--- src/rtl/nand_rd_pkg.sv ---
package nand_rd_pkg;

    typedef enum logic [3:0] {
        S_IDLE,
        S_CMD_SU,
        S_CMD_WE,
        S_CMD_HD,
        S_ADR_SU,
        S_ADR_WE,
        S_ADR_HD,
        S_TWB,
        S_POLL,
        S_RD_LO,
        S_RD_HI,
        S_FIN
    } nrd_state_e;

    // Address cycle byte: block number low byte first, offset last.
    function automatic logic [7:0] addr_byte(input logic [23:0] blk,
                                             input logic [7:0]  ofs,
                                             input logic [1:0]  idx);
        logic [7:0] b;
        case (idx)
            2'd0:    b = blk[7:0];
            2'd1:    b = blk[15:8];
            2'd2:    b = blk[23:16];
            default: b = ofs;
        endcase
        return b;
    endfunction

endpackage

--- src/rtl/nand_rd_sync.sv ---
module nand_rd_sync #(
    parameter int STAGES = 2
) (
    input  logic clk,
    input  logic rst_n,
    input  logic d,
    output logic q
);

    generate
        if (STAGES <= 1) begin : g_one
            logic s_q;
            always_ff @(posedge clk or negedge rst_n) begin
                if (!rst_n) s_q <= 1'b0;
                else        s_q <= d;
            end
            assign q = s_q;
        end else begin : g_many
            logic [STAGES-1:0] sh_q;
            always_ff @(posedge clk or negedge rst_n) begin
                if (!rst_n) sh_q <= '0;
                else        sh_q <= {sh_q[STAGES-2:0], d};
            end
            assign q = sh_q[STAGES-1];
        end
    endgenerate

endmodule

--- src/rtl/nand_rd_capture.sv ---
module nand_rd_capture #(
    parameter int W = 8
) (
    input  logic         clk,
    input  logic         rst_n,
    input  logic         take,
    input  logic         last_in,
    input  logic [W-1:0] din,
    output logic         valid,
    output logic [W-1:0] data,
    output logic         last
);

    logic         valid_q;
    logic         last_q;
    logic [W-1:0] data_q;

    always_ff @(posedge clk or negedge rst_n) begin
        if (!rst_n) begin
            valid_q <= 1'b0;
            last_q  <= 1'b0;
            data_q  <= '0;
        end else begin
            valid_q <= take;
            if (take) begin
                data_q <= din;
                last_q <= last_in;
            end
        end
    end

    assign valid = valid_q;
    assign data  = data_q;
    assign last  = valid_q & last_q;

    // each byte strobe lasts exactly one clock
    a_r6_valid_single: assert property (@(posedge clk) disable iff (!rst_n)
        valid_q |=> !valid_q);

endmodule

--- src/rtl/nand_rd_ctrl.sv ---
module nand_rd_ctrl
    import nand_rd_pkg::*;
#(
    parameter int         PULSE_W    = 2,
    parameter int         TWB_CYC    = 4,
    parameter int         BUSY_LIMIT = 64,
    parameter int         LEN_W      = 8,
    parameter int         SYNC_N     = 2,
    parameter logic [7:0] READ_CMD   = 8'h00
) (
    input  logic             clk,
    input  logic             rst_n,
    input  logic             req_valid,
    output logic             req_ready,
    input  logic [23:0]      req_block,
    input  logic [7:0]       req_offset,
    input  logic [LEN_W-1:0] req_len,
    output logic             rd_valid,
    output logic [7:0]       rd_data,
    output logic             rd_last,
    output logic             rsp_done,
    output logic             rsp_err,
    output logic             nand_ce_n,
    output logic             nand_re_n,
    output logic             nand_we_n,
    output logic             nand_cle,
    output logic             nand_ale,
    output logic             nand_wp_n,
    input  logic             nand_rb,
    output logic [7:0]       nand_io_out,
    output logic             nand_io_oe,
    input  logic [7:0]       nand_io_in
);

    localparam int CNT_M1  = (PULSE_W > TWB_CYC) ? PULSE_W : TWB_CYC;
    localparam int CNT_MAX = (CNT_M1 > BUSY_LIMIT) ? CNT_M1 : BUSY_LIMIT;
    localparam int CNT_W   = $clog2(CNT_MAX + 1);
    localparam logic [CNT_W-1:0] PW_LAST   = CNT_W'(PULSE_W - 1);
    localparam logic [CNT_W-1:0] PW_SAMP   = CNT_W'(PULSE_W - 2);
    localparam logic [CNT_W-1:0] TWB_LAST  = CNT_W'(TWB_CYC - 1);
    localparam logic [CNT_W-1:0] BUSY_LAST = CNT_W'(BUSY_LIMIT - 1);
    localparam logic [LEN_W-1:0] ONE_LEFT  = LEN_W'(1);

    nrd_state_e       state_q, state_d;
    logic [CNT_W-1:0] cnt_q, cnt_d;
    logic [1:0]       idx_q, idx_d;
    logic [LEN_W-1:0] rem_q, rem_d;
    logic             err_q, err_d;
    logic [23:0]      blk_q;
    logic [7:0]       ofs_q;
    logic             rb_s;
    logic             take;

    nand_rd_sync #(.STAGES(SYNC_N)) u_rb_sync (
        .clk   (clk),
        .rst_n (rst_n),
        .d     (nand_rb),
        .q     (rb_s)
    );

    assign take = (state_q == S_RD_LO) && (cnt_q == PW_SAMP);

    nand_rd_capture #(.W(8)) u_capture (
        .clk     (clk),
        .rst_n   (rst_n),
        .take    (take),
        .last_in (rem_q == ONE_LEFT),
        .din     (nand_io_in),
        .valid   (rd_valid),
        .data    (rd_data),
        .last    (rd_last)
    );

    // Next-state logic
    always_comb begin
        state_d = state_q;
        cnt_d   = cnt_q;
        idx_d   = idx_q;
        rem_d   = rem_q;
        err_d   = err_q;
        unique case (state_q)
            S_IDLE: begin
                if (req_valid) begin
                    state_d = S_CMD_SU;
                    err_d   = 1'b0;
                    rem_d   = req_len;
                end
            end
            S_CMD_SU: begin
                state_d = S_CMD_WE;
                cnt_d   = '0;
            end
            S_CMD_WE: begin
                if (cnt_q == PW_LAST) state_d = S_CMD_HD;
                else                  cnt_d   = cnt_q + 1'b1;
            end
            S_CMD_HD: begin
                state_d = S_ADR_SU;
                idx_d   = 2'd0;
            end
            S_ADR_SU: begin
                state_d = S_ADR_WE;
                cnt_d   = '0;
            end
            S_ADR_WE: begin
                if (cnt_q == PW_LAST) state_d = S_ADR_HD;
                else                  cnt_d   = cnt_q + 1'b1;
            end
            S_ADR_HD: begin
                if (idx_q == 2'd3) begin
                    state_d = S_TWB;
                    cnt_d   = '0;
                end else begin
                    state_d = S_ADR_SU;
                    idx_d   = idx_q + 2'd1;
                end
            end
            S_TWB: begin
                if (cnt_q == TWB_LAST) begin
                    state_d = S_POLL;
                    cnt_d   = '0;
                end else begin
                    cnt_d = cnt_q + 1'b1;
                end
            end
            S_POLL: begin
                if (rb_s) begin
                    state_d = S_RD_LO;
                    cnt_d   = '0;
                end else if (cnt_q == BUSY_LAST) begin
                    state_d = S_FIN;
                    err_d   = 1'b1;
                end else begin
                    cnt_d = cnt_q + 1'b1;
                end
            end
            S_RD_LO: begin
                if (cnt_q == PW_LAST) begin
                    state_d = S_RD_HI;
                    cnt_d   = '0;
                end else begin
                    cnt_d = cnt_q + 1'b1;
                end
            end
            S_RD_HI: begin
                if (cnt_q == PW_LAST) begin
                    cnt_d = '0;
                    if (rem_q == ONE_LEFT) begin
                        state_d = S_FIN;
                    end else begin
                        state_d = S_RD_LO;
                        rem_d   = rem_q - 1'b1;
                    end
                end else begin
                    cnt_d = cnt_q + 1'b1;
                end
            end
            S_FIN:   state_d = S_IDLE;
            default: state_d = S_IDLE;
        endcase
    end

    // State register
    always_ff @(posedge clk or negedge rst_n) begin
        if (!rst_n) begin
            state_q <= S_IDLE;
            cnt_q   <= '0;
            idx_q   <= 2'd0;
            rem_q   <= '0;
            err_q   <= 1'b0;
            blk_q   <= '0;
            ofs_q   <= '0;
        end else begin
            state_q <= state_d;
            cnt_q   <= cnt_d;
            idx_q   <= idx_d;
            rem_q   <= rem_d;
            err_q   <= err_d;
            if (state_q == S_IDLE && req_valid) begin
                blk_q <= req_block;
                ofs_q <= req_offset;
            end
        end
    end

    // Outputs
    always_comb begin
        nand_ce_n   = 1'b0;
        nand_re_n   = 1'b1;
        nand_we_n   = 1'b1;
        nand_cle    = 1'b0;
        nand_ale    = 1'b0;
        nand_wp_n   = 1'b1;
        nand_io_out = 8'h00;
        nand_io_oe  = 1'b0;
        req_ready   = 1'b0;
        rsp_done    = 1'b0;
        rsp_err     = 1'b0;
        unique case (state_q)
            S_IDLE: begin
                nand_ce_n = 1'b1;
                nand_wp_n = 1'b0;
                req_ready = 1'b1;
            end
            S_CMD_SU, S_CMD_HD: begin
                nand_cle    = 1'b1;
                nand_io_oe  = 1'b1;
                nand_io_out = READ_CMD;
            end
            S_CMD_WE: begin
                nand_cle    = 1'b1;
                nand_io_oe  = 1'b1;
                nand_io_out = READ_CMD;
                nand_we_n   = 1'b0;
            end
            S_ADR_SU, S_ADR_HD: begin
                nand_ale    = 1'b1;
                nand_io_oe  = 1'b1;
                nand_io_out = addr_byte(blk_q, ofs_q, idx_q);
            end
            S_ADR_WE: begin
                nand_ale    = 1'b1;
                nand_io_oe  = 1'b1;
                nand_io_out = addr_byte(blk_q, ofs_q, idx_q);
                nand_we_n   = 1'b0;
            end
            S_TWB, S_POLL, S_RD_HI: begin
            end
            S_RD_LO: nand_re_n = 1'b0;
            S_FIN: begin
                rsp_done = 1'b1;
                rsp_err  = err_q;
            end
            default: begin
                nand_ce_n = 1'b1;
                nand_wp_n = 1'b0;
            end
        endcase
    end

    // write enable low pulse lasts at least two clocks
    a_r4_we_pulse: assert property (@(posedge clk) disable iff (!rst_n)
        $fell(nand_we_n) |=> !nand_we_n);

    // byte still driven and unchanged when write enable rises
    a_r4_hold: assert property (@(posedge clk) disable iff (!rst_n)
        $rose(nand_we_n) |-> (nand_io_oe && $stable(nand_io_out)));

    // first read pulse only after ready was sampled
    a_r5_ready_first: assert property (@(posedge clk) disable iff (!rst_n)
        (state_q == S_RD_LO && $past(state_q) == S_POLL) |-> $past(rb_s));

    // an error completion follows a busy poll
    a_r8_err_after_poll: assert property (@(posedge clk) disable iff (!rst_n)
        rsp_err |-> ($past(state_q) == S_POLL && !$past(rb_s)));

    // bus released and write protect open during read pulses
    a_r9_oe_read: assert property (@(posedge clk) disable iff (!rst_n)
        !nand_re_n |-> (!nand_io_oe && nand_wp_n && !nand_ce_n));

    // chip enable released on the clock after completion
    a_r10_ce_release: assert property (@(posedge clk) disable iff (!rst_n)
        rsp_done |=> nand_ce_n);

    // a request during a sequence never starts a new command
    a_r11_no_accept: assert property (@(posedge clk) disable iff (!rst_n)
        (state_q != S_IDLE && req_valid) |=> (state_q != S_CMD_SU));

endmodule

--- config.mk ---
export PLATFORM = sky130hd
export DESIGN_NAME = nand_rd_ctrl
export DESIGN_NICKNAME = d
export VERILOG_FILES = /design/src/rtl/nand_rd_pkg.sv /design/src/rtl/nand_rd_sync.sv /design/src/rtl/nand_rd_capture.sv /design/src/rtl/nand_rd_ctrl.sv
export SDC_FILE = /design/constraint.sdc
export NUM_CORES = 1
export LEC_CHECK = 0
export ABC_AREA = 0
export ABC_CLOCK_PERIOD_IN_PS = 1870
export CORE_UTILIZATION = 51
export CTS_CLUSTER_DIAMETER = 100
export DETAILED_ROUTE_END_ITERATION = 10
export PLACE_DENSITY = 0.87
export SYNTH_ARGS = -nofsm -noshare
export SYNTH_HDL_FRONTEND = slang
export SYNTH_SLANG_ARGS = --single-unit
--- constraint.sdc ---
create_clock -name clk -period 1.87 [get_ports clk]
set_input_delay 0.374 -clock clk [delete_from_list [all_inputs] [get_ports clk]]
set_output_delay 0.374 -clock clk [all_outputs]
set_load 0.005 [all_outputs]
==> flow_summary.ini <==
[run_status]
status = finished, violations left
failed_checks = setup timing

[worst_setup_path]
r2r_slack_ns = -0.21
crit_type = reg2out
crit_chain = buf_6 > ha_4 > buf_6 > a222oi_1 > nor2_1 > a21oi_1 > nor2_1 > buf_2
path_buf_inv = 3
crit_required_ns = 1.50
path_max_fanout = 6
reg2reg_from = state_q[3]
critPathArrivalTime_ns = 2.30
cpPeakStageDelay_ns = 0.59
slowest_stage = a222oi_1
path_delay_family = compound AO/OA/AOI/OAI gates
r2r_cells = 8
timing.critical_path.from_type = register
r2r_end = rem_q[1]
endpoint_kind = primary output

[sta]
setup_viol = 74
rsz0062_at_grt = true
relSlewSlack_pct = 58.7
finalHoldViolCount = 0
period_needed_ns = 2.67
fin_worst_skew_ns = 0.00753
final_max_slew_viol_count = 0
fin_crit_sh_pct = 143
worstMarginPinSlew_ns = 0.619
max_freq_ghz = 0.375
setup_ws_ns = -0.800

[synthesis]
yosys-top-cells-count = dfrtp_1 (66), nor2_1 (41), mux2_1 (33)
synth_nets = 404
synth_area_um2 = 3640
synth-main-ff-cell = dfrtp_1
synthArstFlopShare_pct = 100
yosys.area.top_type = dfrtp_1
synth.avg_cell_area_um2 = 10.6
synth_enable_flop_cells = 0
synth_top_area_share_pct = 45.4
synth.most_common_cell = dfrtp_1
ys_seq_elements = 66
seq_area_frac_synth_pct = 45.4
synth_cells = 343
synth_warnings = 0
ys_types = 61
synth.area.top_cells = dfrtp_1 (45%), mux2_1 (10%), nor2_1 (4.2%), ha_1 (3.1%), a21oi_1 (3.0%)

[global_routing]
antenna_found_initial = 0
grt_max_degree = 67
grt_overflow_total = 0
grt_pass1_wl_mm = 22.1
grt_pass1_vias = 3946
grt_usage_pct = 40.7

[placement]
dpl.cell_count = 549
io_buffers = 79
place_hpwl_mm = 6.72
gp_congestion = 0.875

[route]
drt-pass1-iter-count = 7
num_vias = 4147
first_iter_violations = 449
wl_per_cell_um = 28.6
routed_wl_mm = 17.4
detail-route-antenna-nets = 0
drc_errors = 0
via_per_inst = 6.82

[layout]
fin_nets = 568
area_growth_pct = 67.4
nFillCells = 243
fin_cells = 608
antennaDiodeCount = 0
drive_above_1_share_pct = 49.2

[die]
dieArea_um2 = 7480
coreArea_um2 = 6830
die_w_um = 86.5
num_rows = 30
die_h_um = 86.5
ioPinCount = 80
start_util_pct = 53.3

[clock_tree]
cts_sinks = 66
cts_buffer_depth = 2
clk_pin_slew_ns = 0.08
hold_buffers = 0
cts.htree.levels = 3
cts_made_buffers = 9
clock-root-buffer = clkbuf_8
worst_skew_pair.late_latency_ns = 0.38
cts_tree = done

[run]
cap_violations = 0

[pwr]
p_leak_nw = 2.66
power.total_w = 0.00966
vdd_drop_max_uv = 1180
p_per_area_nw_per_um2 = 1580

[hold_path]
min_path_type = in2async
layout by cell type (no fill, tap or decap), drive strengths merged, types with 3 or more instances in the layout:
cell and count:
clkbuf 12, nor2 42, a222oi 8, ha 9, nor4 7, and2 6
inv 14, o2111ai 5, o22ai 5, nand2b 5, nand4 4, nand3 5
a31oi 4, mux2 40, nand2 14, a21oi 23, or3 4, clkinv 4
o21ai 22, nor2b 6, o2bb2ai 3, clkdlybuf4s50 60, dfrtp 66, buf 111
nor3 8
worst reg2reg max path, delay by kind of cell (launching register included):
kind / cells / cell delay, ns
AO/OA/AOI/OAI: 3 / 0.52
AND/OR/NAND/NOR: 2 / 0.46
buffers and inverters: 3 / 0.51
flip-flops: 1 / 0.46
worst max-delay path by stage:
stage	from	endpoint	slack, ns	depth (start not counted)
5_1_grt	idx_q[0]	nand_io_out[3]	-0.72	8
3_5_place_dp	idx_q[0]	nand_io_out[6]	-0.33	7
3_3_place_gp	idx_q[0]	nand_io_out[0]	-0.24	7
2_1_floorplan	state_q[1]	blk_q[10]	0.12	6
4_1_cts	idx_q[0]	nand_io_out[3]	-0.43	8
6_report	idx_q[0]	nand_io_out[3]	-0.80	8
per-layer routing:
metal | up-vias | routed length [um] | global-route usage (%)
li1 | 1576 | - | -
met1 | 2029 | 5930 | 51.1
met2 | 401 | 8050 | 66.0
met3 | 141 | 2000 | 7.71
met4 | 0 | 1430 | 23.9
met5 | - | 0 | 0
area by class of cell:
type	count	area, um^2	share of cell area (%)
multi-input cells	243	2400	39.4
repair buffers	173	1670	27.3
flip-flops and latches	66	1660	27.2
clock buffers	11	141	2.32
well taps	96	120	1.97
inverters	14	57.6	0.944
clock inverters	5	53.8	0.883
state kept, by name, indices dropped and copies added, names as in the netlist:
name,cells
rem_q,8
u_capture.data,8
state_q,4
idx_q,2
u_capture.last_q,1
cnt_q,7
ofs_q,8
blk_q,24
u_rb_sync.g_many.sh_q,2
err_q,1
u_capture.valid,1
repair_timing:
item / 4_1_cts / 5_1_grt
cloned: 3 / 0
resized for setup: 180 / 68
setup buffers: 26 / 19
endpoints found under the setup margin: 63 / 77
pin swaps: 40 / 41
cells by family after synthesis:
family          after synthesis  share of synthesized area (%)
simple gates                108                           17.1
compound gates               83                           16.2
buf+inv                      36                           5.64
fa+ha+maj                     9                           3.09
mux                          40                           12.4
flops                        66                           45.4
xor+xnor                      1                          0.241
metrics by stage:
stage	setup TNS (ns)	utilization, %	setup slack (ns)	cell area [um^2]	hold WS (ns)
after floorplan	0	-	0.119	3640	0.0784
after detailed placement	-5.71	71.6	-0.334	4890	0.336
after global placement	-3.86	71.6	-0.236	4890	0.336
final	-10.93	89.2	-0.800	6090	0.0221
after CTS	-8.32	83.7	-0.432	5720	0.0420
after global routing	-13.17	89.2	-0.722	6090	0.0528
power by group:
group	switching [W]	internal [W]	total, W
registers	0.000576	0.00201	0.00259
logic	0.00290	0.00285	0.00575
clock network	0.000665	0.000649	0.00131
No activity file was read; power rests on OpenSTA's default activity.
